`config.mk`:
```
export PLATFORM = sky130hd
export DESIGN_NAME = chb_phase_pwm
export DESIGN_NICKNAME = d
export VERILOG_FILES = /design/src/rtl/chb_phase_pwm.sv
export SDC_FILE = /design/constraint.sdc
export NUM_CORES = 1
export LEC_CHECK = 0
export ABC_AREA = 1
export BUFFER_PORTS_ARGS = -buffer_cell sky130_fd_sc_hd__buf_4
export CORE_MARGIN = 10
export CORE_UTILIZATION = 45
export DETAILED_ROUTE_END_ITERATION = 8
export MAX_ROUTING_LAYER = met4
export PLACE_DENSITY_LB_ADDON = 0.3
export SLEW_MARGIN = 20
export SYNTH_ARGS = -nofsm -noshare
export SYNTH_HDL_FRONTEND = slang
export SYNTH_SLANG_ARGS = --single-unit
```
`constraint.sdc`:
```
create_clock -name clk -period 4.3 [get_ports clk]
set_input_delay 0.86 -clock clk [delete_from_list [all_inputs] [get_ports clk]]
set_output_delay 0.86 -clock clk [all_outputs]
set_load 0.05 [all_outputs]
```
`src/rtl/chb_phase_pwm.sv`:
```
module chb_phase_pwm #(
  parameter  int CELLS = 2,
  parameter  int HALF  = 8,
  parameter  int REF_W = 8,
  localparam int LW    = $clog2(CELLS + 1) + 1
) (
  input  logic                    clk,
  input  logic                    rst,
  input  logic [1:0]              mode,
  input  logic signed [REF_W-1:0] ref_in,
  output logic [2*CELLS-1:0]      gate_hi,
  output logic [2*CELLS-1:0]      gate_lo,
  output logic signed [LW-1:0]    level
);

  localparam int PER  = 2 * HALF;
  localparam int PW   = $clog2(PER);
  localparam int WS   = REF_W + 2;
  localparam int STEP = HALF / CELLS;
  localparam logic signed [WS-1:0] AMP = WS'(HALF);

  logic signed [WS-1:0] ref_w, ref_sat;
  logic [CELLS-1:0]     leg_a, leg_b;
  logic [2*CELLS-1:0]   hi_n;
  logic signed [LW-1:0] sum_n;
  wire                  use_held = (mode == 2'd1) || (mode == 2'd2);

  assign ref_w   = WS'(ref_in);
  assign ref_sat = (ref_w > AMP) ? AMP : (ref_w < -AMP) ? -AMP : ref_w;

  for (genvar g = 0; g < CELLS; g++) begin : g_cell
    logic [PW-1:0]        ph;
    logic signed [WS-1:0] held, eff, tri_v, car;
    wire at_bot = (ph == '0);
    wire at_top = (ph == PW'(HALF));
    wire samp   = (mode == 2'd1 && at_bot) || (mode == 2'd2 && (at_bot || at_top));

    always_ff @(posedge clk) begin
      if (rst) begin
        ph   <= PW'(g * STEP);
        held <= '0;
      end else begin
        ph <= (ph == PW'(PER - 1)) ? '0 : ph + 1'b1;
        if (samp) held <= ref_sat;
      end
    end

    assign eff   = use_held ? (samp ? ref_sat : held) : ref_sat;
    assign tri_v = (ph < PW'(HALF)) ? WS'(ph) : WS'(PER) - WS'(ph);
    assign car   = (tri_v <<< 1) - AMP;
    assign leg_a[g] = eff > car;
    assign leg_b[g] = -eff > car;
    assign hi_n[2*g]   = leg_a[g];
    assign hi_n[2*g+1] = leg_b[g];
  end

  always_comb begin
    sum_n = '0;
    for (int k = 0; k < CELLS; k++) begin
      if (leg_a[k]) sum_n = sum_n + LW'(1);
      if (leg_b[k]) sum_n = sum_n - LW'(1);
    end
  end

  always_ff @(posedge clk) begin
    if (rst) begin
      gate_hi <= '0;
      gate_lo <= '1;
      level   <= '0;
    end else begin
      gate_hi <= hi_n;
      gate_lo <= ~hi_n;
      level   <= sum_n;
    end
  end

endmodule

```
**After elaboration in Yosys (flattened, before gate mapping)**

Cells that the tools add are included.
W data, S select, Z words.

- Input bits: 12
- Bits in registers: 39
- Word-level logic and storage cells: 60
- Output and inout bits: 11

- Muxes and demuxes: 13
- Eq/ne operators: 6
- Reductions and logical operators: 13
- Bitwise gates (word level): 1
- $lt $le $gt $ge: 8
- Add/sub/neg operators: 11

Operators by type and width:

| cell | count |
|---|---|
| $mux W10 | 6 |
| $gt A10 B10 Y1 | 4 |
| $neg A10 Y10 | 2 |
| $sub A10 B5 Y10 const B | 2 |
| $mux W9 | 2 |
| $eq A4 B4 Y1 const B | 4 |
| $mux W3 | 4 |
| $sub A5 B4 Y6 const A | 2 |
| $add A4 B1 Y4 const B | 2 |
| $gt A8 B5 Y1 const B | 1 |
| $logic_not A4 Y1 | 2 |
| $lt A4 B4 Y1 const B | 2 |
| $lt A8 B4 Y1 const B | 1 |
| $sub A3 B2 Y3 const B | 2 |
| $logic_or A1 B1 Y1 | 5 |
| $logic_and A1 B1 Y1 | 4 |
| $not A4 Y4 | 1 |
| $reduce_or A2 Y1 | 2 |
| $add A3 B2 Y3 const B | 1 |
| $eq A2 B1 Y1 const B | 1 |
| $eq A2 B2 Y1 const B | 1 |
| $mux W1 | 1 |

**Logic depth before layout (Yosys ltp)**

- Depth in word-level cells: 14
- Depth in mapped cells: 31
- Mapped depth without buffers: 30

**Worst setup path after synthesis**

No wires, ideal clock.

- Path type: in2reg
- Start point: in ref_in[7]
- End point: reg level[0]
- Data required time: 4.230 ns
- Setup slack: 0.113 ns
- Stages on the path: 26
- Setup time: 0.070 ns
- Data arrival time: 4.117 ns
- Buffers on the path: 0
- Cell sequence: inv_1 -> nor3_1 -> nand3_1 -> ha_1 -> inv_1 -> nand3_2 -> nor2_4 -> inv_1 -> nand2_2 -> inv_2 -> ha_1 -> xor2_1 -> inv_1 -> ha_1 -> nand2_1 -> o21ai_0 -> nand3_1 -> a21oi_1 -> o21ai_0 -> a22oi_1 -> nand2_1 -> inv_1 -> fa_1 -> inv_1 -> nor2_1 -> a21oi_1

- Elaborated cells between the ends (all ways): 21
- Those cells by class: add/sub (5); order compare (6); mux (10)

RTL lines:

| item | line | RTL |
|---|---|---|
| from (decl) | 10 | `input logic signed [REF_W-1:0] ref_in,` |
| $lt A8 B4 Y1 | 29 | `assign ref_sat = (ref_w > AMP) ? AMP : (ref_w < -AMP) ? -AMP : ref_w;` |
| $mux W10 | 29 |  |
| $mux W10 (*) | 29 |  |
| $mux W10 | 48 | `assign eff = use_held ? (samp ? ref_sat : held) : ref_sat;` |
| $mux W10 (*) | 48 |  |
| $neg A10 Y10 (*) | 52 | `assign leg_b[g] = -eff > car;` |
| $gt A10 B10 Y1 (*) | 52 |  |
| named net hi_n[1] | 24 | `logic [2*CELLS-1:0] hi_n;` |
| $mux W3 (*) | 61 | `if (leg_b[k]) sum_n = sum_n - LW'(1);` |
| $add A3 B2 Y3 | 60 | `if (leg_a[k]) sum_n = sum_n + LW'(1);` |
| $mux W3 (*) | 60 |  |
| $sub A3 B2 Y3 | 61 |  |
| $mux W3 (*) | 61 |  |
| to (signal assigned) | 73 | `level <= sum_n;` |
| to (decl) | 13 | `output logic signed [LW-1:0] level` |

The timed path passes the listed nets; every way through them passes the cells marked *.
A chain may end at the register's enable or synchronous reset.

**Worst setup path in the final report**

- Start point: in ref_in[7]
- End point: reg level[1]

The elaborated chain is that of the path after synthesis.

==> reports/qor.yml <==
number_of_instances_in_the_synthesized_netlist: 520
routed_via_density: 4.92
netlist.area_leader.share_pct: 22.1
design.die.area_um2: 11800
synth_sequential_area_ratio_pct: 22.1
slew_violations: 0
criticalPathCategory: "input port to flip-flop"
floorplan.rows: 32
run_status: "finished clean"
finalHoldViolations: 0
synth_cell_type_count: 37
core_region_area_um2: 7690
cellInternalPower_uw: 833
flow.area_growth_from_synthesis_pct: 23.5
routed_wl_um: 8460
power_frac_clock_pct: 15.1
numPortBuffers: 22
die_w_um: 109
power.ir.vdd_worst_mv: 0.149
grt_overflow: 0
syn_avg_cell_area_um2: 6.79
grt_pass1_vias: 3166
route.detailed.drc: 0
final_min_period_over_clock_period_pct: 94.0
final.min_clock_period_ns: 4.04
utilization_pct: 56.8
drt_first_pass_iters: 4
floorplan.io_pins: 23
power.switching_uw: 631
report.final.setup_viol: 0
power.combinational.fraction_pct: 56.0
worstPathRequired_ns: 4.48
maxClockFrequency_mhz: 247
ys_ff_latch: 39
design_power_total_mw: 1.46
final_cell_mix: "sky130_fd_sc_hd__nand2_1, sky130_fd_sc_hd__inv_1, sky130_fd_sc_hd__buf_4"
synth.cell_area_um2: 3530
pwr-share-seq_pct: 28.8
grt_start_max_net_pins: 28
cts_inserted_buffers: 5
clock-root-buffer: "sky130_fd_sc_hd__clkbuf_8"
cts_h_tree_depth: 2
grt_pass1_wl_um: 14100
detailedPlacementHpwl_um: 7100
overall_global_routing_usage_pct: 14.9
antenna_found_initial: 0
cp-end-kind: "flip-flop"
die-height_um: 109
clock_tree.buffer_depth: 2
drt_iter0_drc: 115
antenna_cells: 0
final_common_cell: "sky130_fd_sc_hd__nand2_1"
clkSlewWorstSetupHoldPaths_ns: 0.07
maxCapViolCount: 0
path_max_fanout: 6
power-per-cell-area_nw_per_um2: 336
initial_utilization_pct: 46.0
final_antenna_net_count: 0
synth_warnings: 0
num_vias: 3410
routabilityCongestion: 0.944
sw_frac_of_total_pct: 43.1
nNetsFinal: 656
worst_clock_skew_ns: 0.00293
cts_tree: "built"
layout-drive-gt1-share_pct: 26.1
hold_path.class: "flip-flop to flip-flop"
synth.top_cells.by_area: "sky130_fd_sc_hd__dfxtp_1, sky130_fd_sc_hd__ha_1, sky130_fd_sc_hd__nand2_1"
netlist.top_cell.by_area: "sky130_fd_sc_hd__dfxtp_1"
clock_sinks: 39
critical_path.startpoint_type: "input port"
worst-endpoint-arrival_ns: 4.22
wire_per_inst_um: 12.2
p_leak_nw: 2.22
clock_insertion_delay_worst_skew_ns: 0.28
## synth_stat cells
cell / instances
sky130_fd_sc_hd__xor2_1: 7
sky130_fd_sc_hd__nor2_2: 8
sky130_fd_sc_hd__fa_1: 1
sky130_fd_sc_hd__buf_1: 1
sky130_fd_sc_hd__nor2_1: 46
sky130_fd_sc_hd__nor3_1: 5
sky130_fd_sc_hd__a21oi_4: 4
sky130_fd_sc_hd__a21oi_1: 33
sky130_fd_sc_hd__inv_2: 6
sky130_fd_sc_hd__or2_1: 2
sky130_fd_sc_hd__o21ai_2: 1
sky130_fd_sc_hd__xnor2_1: 4
sky130_fd_sc_hd__ha_1: 51
sky130_fd_sc_hd__or2_2: 1
sky130_fd_sc_hd__o21a_1: 3
sky130_fd_sc_hd__nand3b_1: 3
sky130_fd_sc_hd__o21ai_1: 5
sky130_fd_sc_hd__conb_1: 1
sky130_fd_sc_hd__nand2_2: 21
sky130_fd_sc_hd__nand4_1: 10
sky130_fd_sc_hd__buf_2: 1
sky130_fd_sc_hd__clkbuf_1: 3
sky130_fd_sc_hd__inv_1: 76
sky130_fd_sc_hd__nor4_1: 2
sky130_fd_sc_hd__buf_6: 3
sky130_fd_sc_hd__a22oi_1: 2
sky130_fd_sc_hd__o21bai_1: 2
sky130_fd_sc_hd__nand3_1: 36
sky130_fd_sc_hd__a21o_1: 2
sky130_fd_sc_hd__nor2_4: 3
sky130_fd_sc_hd__nand3_2: 5
sky130_fd_sc_hd__a21oi_2: 3
sky130_fd_sc_hd__inv_4: 2
sky130_fd_sc_hd__dfxtp_1: 39
sky130_fd_sc_hd__nand2_1: 113
sky130_fd_sc_hd__o21ai_0: 14
sky130_fd_sc_hd__o2111ai_1: 1
## power groups by stage
stage               combinational (mW)  clock, mW  sequential (mW)
floorplan                        0.443          0            0.536
global placement                 0.769          0            0.429
detailed placement               0.785          0            0.431
CTS                              0.788      0.229            0.422
global route                     0.922      0.241            0.425
finish                           0.821      0.222            0.422
## repair_timing
item / in CTS / in global routing
hold buffers: 0 / 0
endpoints found under the setup margin: 0 / 3
gates resized for setup: 0 / 32
buffers inserted: 0 / 5
## final cells by class
cell class,count,area [um2]
Clock buffer,6,72.6
Fill cell,751,3320
Inverter,84,323
Multi-Input combinational cell,390,2490
Sequential cell,39,781
Tap cell,102,128
Timing Repair Buffer,72,566
## path summary, 6_finish.rpt
check	startpoint	endpoint	slack [ns]	cells past startpoint
setup / recovery	ref_in[7]	level[1]	0.26	28
hold / removal	g_cell[0].held[6]	g_cell[0].held[6]	0.47	2
setup reg to reg	g_cell[0].ph[0]	level[1]	0.56	26
hold reg to reg	g_cell[0].held[6]	g_cell[0].held[6]	0.47	2
## worst max-delay path, cell delays in order
cell,delay (ns)
sky130_fd_sc_hd__buf_4,0.07
sky130_fd_sc_hd__inv_1,0.04
sky130_fd_sc_hd__nor3_2,0.16
sky130_fd_sc_hd__nand3_1,0.14
sky130_fd_sc_hd__ha_4,0.30
sky130_fd_sc_hd__or2_2,0.29
sky130_fd_sc_hd__nand2_1,0.13
sky130_fd_sc_hd__nor2_2,0.08
sky130_fd_sc_hd__inv_2,0.10
sky130_fd_sc_hd__nand2_2,0.08
sky130_fd_sc_hd__nor2_4,0.17
sky130_fd_sc_hd__nand2_1,0.08
sky130_fd_sc_hd__nor2_1,0.08
sky130_fd_sc_hd__nand3_1,0.07
sky130_fd_sc_hd__nand2_1,0.07
sky130_fd_sc_hd__inv_1,0.05
sky130_fd_sc_hd__ha_1,0.29
sky130_fd_sc_hd__inv_1,0.05
sky130_fd_sc_hd__nor3_1,0.14
sky130_fd_sc_hd__a22oi_1,0.09
sky130_fd_sc_hd__nand2_1,0.10
sky130_fd_sc_hd__inv_2,0.05
sky130_fd_sc_hd__fa_1,0.37
sky130_fd_sc_hd__nand3b_1,0.15
sky130_fd_sc_hd__nand2_1,0.06
sky130_fd_sc_hd__inv_1,0.04
sky130_fd_sc_hd__nand2_1,0.07
sky130_fd_sc_hd__nand2_1,0.05
## through the flow
stage | cell area, um2 | instances | setup TNS [ns] | worst slack, ns | hold slack (ns)
global route | 4360 | 693 | -0.0134 | -0.0124 | 0.493
CTS | 4200 | 688 | 0 | 0.155 | 0.474
detailed placement | 4130 | 682 | -0.361 | -0.127 | 0.462
floorplan | 3540 | 521 | 0 | 0.113 | 0.449
global placement | 4130 | 682 | -0.118 | -0.0498 | 0.460
finish | 4360 | 693 | 0 | 0.258 | 0.470
## state kept, by name (all words and copies together), names as in the netlist
register / flops
g_cell.held: 20
g_cell.ph: 8
gate_hi: 4
gate_lo: 4
level: 3
## logic make-up after synthesis
group | synth area share (%)
AO/OA/AOI/OAI | 12.4
XOR/XNOR | 2.73
adder cells (fa/ha/maj) | 18.6
buffers and inverters | 10.6
flip-flops | 22.1
other | 0.106
AND/OR/NAND/NOR | 33.5
## per-layer routing
layer  vias up  part of all wire, %  track usage (%)
met5         -                    0                -
met4         0                  1.4             4.43
met3        10                  4.7             2.60
met2        65                   48             24.4
met1      1517                   46             18.5
li1       1818                    -                -
(Power assumes the default switching activity.)
